[src/rtl/adc_alarm_pkg.sv]
package adc_alarm_pkg;

  // Strobes passed from the comparison datapath to the alarm control
  typedef struct packed {
    logic overHigh;    // result strictly above upper limit
    logic underLow;    // result strictly below lower limit
    logic releaseOk;   // result inside both limits by the hysteresis margin
  } cmpStrobes_t;

endpackage

[src/rtl/adc_alarm_cmp.sv]
module adc_alarm_cmp
  import adc_alarm_pkg::*;
#(
  parameter int DATA_W = 12,
  parameter int HYST_W = 7
) (
  input  logic [DATA_W-1:0] result,
  input  logic [DATA_W-1:0] limitHigh,
  input  logic [DATA_W-1:0] limitLow,
  input  logic [HYST_W-1:0] hyst,
  output cmpStrobes_t       strobes
);

  // One extra bit so neither release bound wraps
  localparam int EXT_W = (DATA_W > HYST_W ? DATA_W : HYST_W) + 1;

  logic [EXT_W-1:0] resultExt;
  logic [EXT_W-1:0] highExt;
  logic [EXT_W-1:0] lowExt;
  logic [EXT_W-1:0] hystExt;
  logic [EXT_W-1:0] lowBound;
  logic [EXT_W-1:0] resultPlusHyst;

  always_comb begin
    resultExt      = EXT_W'(result);
    highExt        = EXT_W'(limitHigh);
    lowExt         = EXT_W'(limitLow);
    hystExt        = EXT_W'(hyst);
    lowBound       = lowExt + hystExt;
    resultPlusHyst = resultExt + hystExt;

    strobes.overHigh  = resultExt > highExt;
    strobes.underLow  = resultExt < lowExt;
    // result <= high - hyst rewritten as result + hyst <= high
    strobes.releaseOk = (resultPlusHyst <= highExt) && (resultExt >= lowBound);
  end

endmodule

[src/rtl/adc_alarm_ctrl.sv]
module adc_alarm_ctrl
  import adc_alarm_pkg::*;
#(
  parameter int CNT_W = 3
) (
  input  logic             clk,
  input  logic             rst,
  input  logic             resultValid,
  input  logic [CNT_W-1:0] faultCountSel,
  input  cmpStrobes_t      strobes,
  output logic             alarm,
  output logic             faultPulse
);

  localparam int RUN_W = CNT_W + 1;

  logic [RUN_W-1:0] runCnt;
  logic [RUN_W-1:0] tripCnt;
  logic [RUN_W-1:0] runNext;
  logic             isFault;
  logic             tripNow;

  always_comb begin
    tripCnt = RUN_W'(faultCountSel) + RUN_W'(1);
    isFault = strobes.overHigh | strobes.underLow;
    runNext = (runCnt >= tripCnt) ? tripCnt : runCnt + RUN_W'(1);
    tripNow = isFault && (runNext >= tripCnt);
  end

  always_ff @(posedge clk) begin
    if (rst) begin
      runCnt     <= '0;
      alarm      <= 1'b0;
      faultPulse <= 1'b0;
    end else begin
      faultPulse <= resultValid & isFault;
      if (resultValid) begin
        if (isFault) begin
          runCnt <= runNext;
          if (tripNow) alarm <= 1'b1;
        end else begin
          runCnt <= '0;
          if (strobes.releaseOk) alarm <= 1'b0;
        end
      end
    end
  end

endmodule

[src/rtl/adc_limit_alarm.sv]
module adc_limit_alarm
  import adc_alarm_pkg::*;
#(
  parameter int DATA_W = 12,
  parameter int HYST_W = 7,
  parameter int CNT_W  = 3
) (
  input  logic              clk,
  input  logic              rst,
  input  logic              resultValid,
  input  logic [DATA_W-1:0] result,
  input  logic [DATA_W-1:0] limitHigh,
  input  logic [DATA_W-1:0] limitLow,
  input  logic [HYST_W-1:0] hyst,
  input  logic [CNT_W-1:0]  faultCountSel,
  output logic              alarm,
  output logic              faultPulse
);

  cmpStrobes_t cmpStrobes;

  adc_alarm_cmp #(.DATA_W(DATA_W), .HYST_W(HYST_W)) cmp_i (
    .result    (result),
    .limitHigh (limitHigh),
    .limitLow  (limitLow),
    .hyst      (hyst),
    .strobes   (cmpStrobes)
  );

  adc_alarm_ctrl #(.CNT_W(CNT_W)) ctrl_i (
    .clk           (clk),
    .rst           (rst),
    .resultValid   (resultValid),
    .faultCountSel (faultCountSel),
    .strobes       (cmpStrobes),
    .alarm         (alarm),
    .faultPulse    (faultPulse)
  );

endmodule

[config.mk]
export PLATFORM = sky130hd
export DESIGN_NAME = adc_limit_alarm
export DESIGN_NICKNAME = d
export VERILOG_FILES = /design/src/rtl/adc_alarm_pkg.sv /design/src/rtl/adc_alarm_cmp.sv /design/src/rtl/adc_alarm_ctrl.sv /design/src/rtl/adc_limit_alarm.sv
export SDC_FILE = /design/constraint.sdc
export NUM_CORES = 1
export LEC_CHECK = 0
export BUFFER_PORTS_ARGS = -buffer_cell sky130_fd_sc_hd__clkbuf_2
export CAP_MARGIN = 20
export CORE_MARGIN = 1.5
export CORE_UTILIZATION = 56
export DETAILED_ROUTE_END_ITERATION = 12
export HOLD_SLACK_MARGIN = 0.03
export PLACE_DENSITY = 0.85
export RECOVER_POWER = 100
export SLEW_MARGIN = 20
export SYNTH_ARGS = -nofsm -noshare
export SYNTH_HDL_FRONTEND = slang
export SYNTH_SLANG_ARGS = --single-unit
[constraint.sdc]
create_clock -name clk -period 3.4 [get_ports clk]
set_input_delay 0.17 -clock clk [delete_from_list [all_inputs] [get_ports clk]]
set_output_delay 0.17 -clock clk [all_outputs]
set_load 0.01 [all_outputs]
# [Yosys cells after proc, flatten, opt, wreduce, memory -nomap -nowiden]
# Index checks and enable logic that the tools add are counted.
[totals] register_bits=6 in_bits=49 out_inout_bits=2 wordCells=25
[op_classes] add_sub_neg=4 magnitude_cmp=6 eq_ne=1 mux=5 bitwise=2 n_reduce_logical=4
[op_table] cell="$add 12x7->13" n=2
[op_table] cell="$ge 12x13->1" n=1
[op_table] cell="$le 13x12->1" n=1
[op_table] cell="$gt 12x12->1" n=1
[op_table] cell="$lt 12x12->1" n=1
[op_table] cell="$ge 4x4->1" n=2
[op_table] cell="$mux 4" n=2
[op_table] cell="$add 3x1->4 const B" n=1
[op_table] cell="$add 4x1->4 const B" n=1
[op_table] cell="$mux 1" n=3
[op_table] cell="$reduce_and 3->1" n=1
[op_table] cell="$logic_and 1x1->1" n=2
[op_table] cell="$ne 2x2->1 const B" n=1
[op_table] cell="$reduce_bool 2->1" n=1
[op_table] cell="$and 1x1->1" n=1
[op_table] cell="$or 1x1->1" n=1

# [Depth between registers and ports, before layout]
[depth] depth_word=7 mapped_depth=16 mapped_depth_nobuf=16

# [Cells and area by module]
# Synthesis repeated with hierarchy kept, for this count alone.
[hier_totals] hier_cells=303 area_unflattened_um2=2446.1
[modules_own_cells] module="adc_alarm_cmp" instances=1 cells_per_inst=234 area_each_um2=1838.0 seq_area_each_um2=0.0
[modules_own_cells] module="adc_alarm_ctrl" instances=1 cells_per_inst=69 area_each_um2=608.1 seq_area_each_um2=120.1

# [Least setup slack after synthesis]
# No wires, ideal clock.
[synth_path] kind="input-to-reg" from="in result[0]" to="reg ctrl_i.alarm" setup_ps=123 t_arrival_ps=2712 t_required_ps=3277 setup_slack_ps=565 path_stages=16 cell_sequence="ha_1 -> inv_1 -> fa_1 -> nor2b_1 -> o31a_1 -> o211ai_1 -> nand2_1 -> nand4_1 -> xnor2_1 -> ha_1 -> a21o_1 -> a21oi_1 -> o21ai_0 -> o31a_1 -> nor4_1 -> o32ai_1"
[synth_via] elab_chain_len=5 word_cells_on_any_way=12
[synth_lines] element="start: declaration" line="adc_limit_alarm.sv:11" source="input logic [DATA_W-1:0] result,"
[synth_lines] element="$add 12x7->13, or another cell as far along" line="adc_alarm_cmp.sv:30" source="resultPlusHyst = resultExt + hystExt;"
[synth_lines] element="$le 13x12->1 / $or 1x1->1 (equally long branches)" line="adc_alarm_cmp.sv:35, adc_alarm_ctrl.sv:25"
[synth_lines] element="$logic_and 1x1->1, on equally long branches" line="adc_alarm_cmp.sv:35, adc_alarm_ctrl.sv:27"
[synth_lines] element="$reduce_bool 2->1 (no line) / $ne 2x2->1 (equally long branches)"
[synth_lines] element="$reduce_and 3->1 (no line)"
[synth_lines] element="end signal: assignment" line="adc_alarm_ctrl.sv:33" source="alarm <= 1'b0;"
[synth_lines] element="end signal: assignment" line="adc_alarm_ctrl.sv:40" source="if (tripNow) alarm <= 1'b1;"
[synth_lines] element="end signal: assignment" line="adc_alarm_ctrl.sv:43" source="if (strobes.releaseOk) alarm <= 1'b0;"
[synth_lines] element="end: declaration" line="adc_alarm_ctrl.sv:11" source="output logic alarm,"
# Parallel ways exist; a longest one is shown, timed or not.
# A chain may end at the register's enable or synchronous reset.

# [Worst setup path after layout]
# Same ends and word-level chain as after synthesis.

==> impl_metrics.json <==
{
  "die_h_um": 67.2,
  "synthSimpleGateAreaFrac_pct": 13.6,
  "drive_gt1_share_pct": 16.4,
  "min_period_over_period_pct": 93.9,
  "cp_max_fo": 3,
  "fp-row-count": 23,
  "wirelength_um": 5470,
  "wl_per_cell_um": 14.0,
  "cts.sinks": 6,
  "synthTopCellsByArea": "ha_1 (38%), inv_1 (6.3%), xnor2_1 (5.3%)",
  "syn_inst": 288,
  "dieArea_um2": 4520,
  "synth_top_area_share_pct": 38.5,
  "numCtsBuffers": 3,
  "fillers": 372,
  "synth_xor_area_share_pct": 7.21,
  "vias_per_cell": 5.83,
  "pwr-share-clk_pct": 17.3,
  "synth_compound_area_share_pct": 25.6,
  "startpoint_type": "input port",
  "async_reset_ff_share_pct": 0,
  "synth_area_leader_cell": "ha_1",
  "syn_area_um2": 2310,
  "drtIter0Drc": 55,
  "setup_tns_ns": 0,
  "clock_latency_ns": 0.22,
  "final-setup-viol-count": 0,
  "grt_pass1_wl_um": 9070,
  "ys_ff_latch": 6,
  "ctsHoldBuffers": 0,
  "grt_pass1_vias": 2208,
  "clockBufferDepth": 2,
  "yosys-mux-area-fraction_pct": 1.84,
  "max_cap_violations": 0,
  "ys_warn_count": 0,
  "hp-class": "in -> reg",
  "postRouteAntennaNets": 0,
  "grt_max_degree": 9,
  "leakage_nw": 1.42,
  "crit_path_end_kind": "flop",
  "layout_min_cycle_time_ns": 3.19,
  "grt_util_all_layers_pct": 25.5,
  "ys_types": 38,
  "fmax_ghz": 0.313,
  "initial_utilization_pct": 58.1,
  "cp.required_ns": 3.50,
  "maxSlewViolCount": 0,
  "p_seq_share_pct": 14.2,
  "pwr_density_cell_nw_per_um2": 233,
  "arrival_ns": 3.29,
  "routabilityCongestion": 0.834,
  "nets": 465,
  "hpwl_um": 4860,
  "dieWidth_um": 67.2,
  "n_antenna_cell": 0,
  "drcViolationCount": 0,
  "path_class": "in -> reg",
  "synth.net_count": 410,
  "core_um2": 3970,
  "synth_top_family_by_area": "adder cells",
  "cts-root-buf": "clkbuf_8",
  "vdd_ir_drop_max_v": 0.0000910,
  "synth_fa_ha_area_share_pct": 40.2,
  "seq_area_frac_synth_pct": 5.20,
  "p_sw_mw": 0.271,
  "switching_share_pct": 43.7,
  "hold_viol": 0,
  "area_growth_pct": 15.0,
  "dpl.cell_count": 388,
  "clk_pin_slew_worst_paths_ns": 0.04,
  "slew-limit-headroom_pct": 69.0,
  "firstDrtPassIters": 4,
  "intPower_mw": 0.349,
  "grt_overflow": 0,
  "vias": 2279,
  "rsz0062_at_grt": "false",
  "yosys_most_used_dff": "dfxtp_1",
  "syn_avg_cell_area_um2": 8.02,
  "synth_edf_count": 0,
  "timing.hold.ws_ns": 0.212,
  "r2r_slack_ns": 0.24,
  "status": "completed",
  "cts_tree": "done",
  "io_buffers": 50,
  "final_cells": 391,
  "finClkSkew_ns": 0.000484,
  "worstMarginPinSlew_ns": 0.463,
  "h-tree-depth": 1,
  "antenna_found_initial": 0,
  "power_frac_comb_pct": 68.5,
  "ios": 51
}
[cell families (layout without fill, tap and decap cells)]
family / Yosys count / in the layout
compound gates: 84 / 84
buf+inv: 39 / 92
fa+ha+maj: 73 / 73
mux: 4 / 4
xor+xnor: 19 / 19
simple gates: 63 / 63
flops: 6 / 6
[layout by cell type (no fill, tap or decap), types with 3 or more instances in the layout]
cell type	synthesis	final
dfxtp_1	6	6
inv_1	39	39
ha_1	71	71
nand3_1	6	6
nor2b_1	7	7
o31a_1	4	4
clkbuf_8	0	3
a21o_1	11	11
o211ai_1	4	4
nor2_1	16	16
a21oi_1	21	22
nand4_1	9	9
o31ai_1	3	3
o21a_1	5	5
nand2b_1	6	6
a211oi_1	7	7
clkbuf_2	0	48
xnor2_1	14	14
o21ai_0	12	12
nand2_1	14	14
xor2_1	5	5
[path summary, 6_finish.rpt]
check        cells past startpoint               end              from
min                              2      ctrl_i.alarm               rst
max                             17      ctrl_i.alarm         result[0]
max reg2reg                     14      ctrl_i.alarm  ctrl_i.runCnt[0]
min reg2reg                      2  ctrl_i.runCnt[0]  ctrl_i.runCnt[0]
[power groups by stage]
stage / clock network [mW] / registers [mW] / logic (mW)
3_3_place_gp: 0 / 0.0883 / 0.404
2_1_floorplan: 0 / 0.0888 / 0.301
6_report: 0.107 / 0.0878 / 0.425
5_1_grt: 0.114 / 0.0888 / 0.485
4_1_cts: 0.108 / 0.0875 / 0.431
3_5_place_dp: 0 / 0.0884 / 0.427
[per-stage QoR]
step / power (mW) / setup WS [ns] / area, um^2 / utilization, %
final: 0.620 / 0.207 / 2660 / 66.9
after global routing: 0.687 / 0.00566 / 2660 / 66.9
after CTS: 0.626 / 0.225 / 2660 / 67.0
after detailed placement: 0.515 / 0.00928 / 2620 / 66.0
after global placement: 0.493 / 0.262 / 2620 / 66.0
after floorplan: 0.390 / 0.565 / 2310 / -
[flip-flops by register name, indices dropped and copies added (netlist names)]
name               count
ctrl_i.runCnt          4
ctrl_i.alarm           1
ctrl_i.faultPulse      1
[per-layer routing]
| layer | GRT usage [%] | vias up | share of wire [%] |
|---|---|---|---|
| met5 | 0 | - | 0 |
| met4 | 4.08 | 0 | 0.97 |
| met3 | 2.50 | 7 | 3.6 |
| met2 | 48.5 | 51 | 49 |
| met1 | 31.0 | 1042 | 47 |
| li1 | - | 1179 | - |
[synthesized netlist by cell type, types with 3 or more instances]
master,number
ha_1,71
inv_1,39
a21oi_1,21
nor2_1,16
nand2_1,14
xnor2_1,14
o21ai_0,12
a21o_1,11
nand4_1,9
a211oi_1,7
nor2b_1,7
dfxtp_1,6
nand2b_1,6
nand3_1,6
o21a_1,5
xor2_1,5
o211ai_1,4
o31a_1,4
nor4_1,3
o31ai_1,3
[worst max-delay path, cell delays in order]
cell      delay [ns]
clkbuf_2        0.10
ha_1            0.16
inv_1           0.05
fa_1            0.41
nor2b_1         0.18
o31a_1          0.19
o211ai_1        0.13
nand2_1         0.11
nand4_1         0.11
xnor2_1         0.19
ha_1            0.28
a21o_1          0.19
a21oi_1         0.18
o21ai_0         0.11
o31a_1          0.28
nor4_1          0.31
o32ai_1         0.13
[final cells by class]
class                   count  area (um^2)  share of cell area [%]
well taps                  50         62.6                    2.36
clock buffers               3         41.3                    1.56
flip-flops and latches      6          120                    4.52
inverters                  39          146                    5.51
repair buffers             50          248                    9.33
multi-input cells         243         2040                    76.7
[what timing repair did]
item / 4_1_cts / 5_1_grt
hold endpoints to repair: 0 / 0
gates resized for setup: 0 / 1
buffers inserted: 0 / 0
endpoints found under the setup margin: 0 / 1
(Power assumes the default switching activity.)
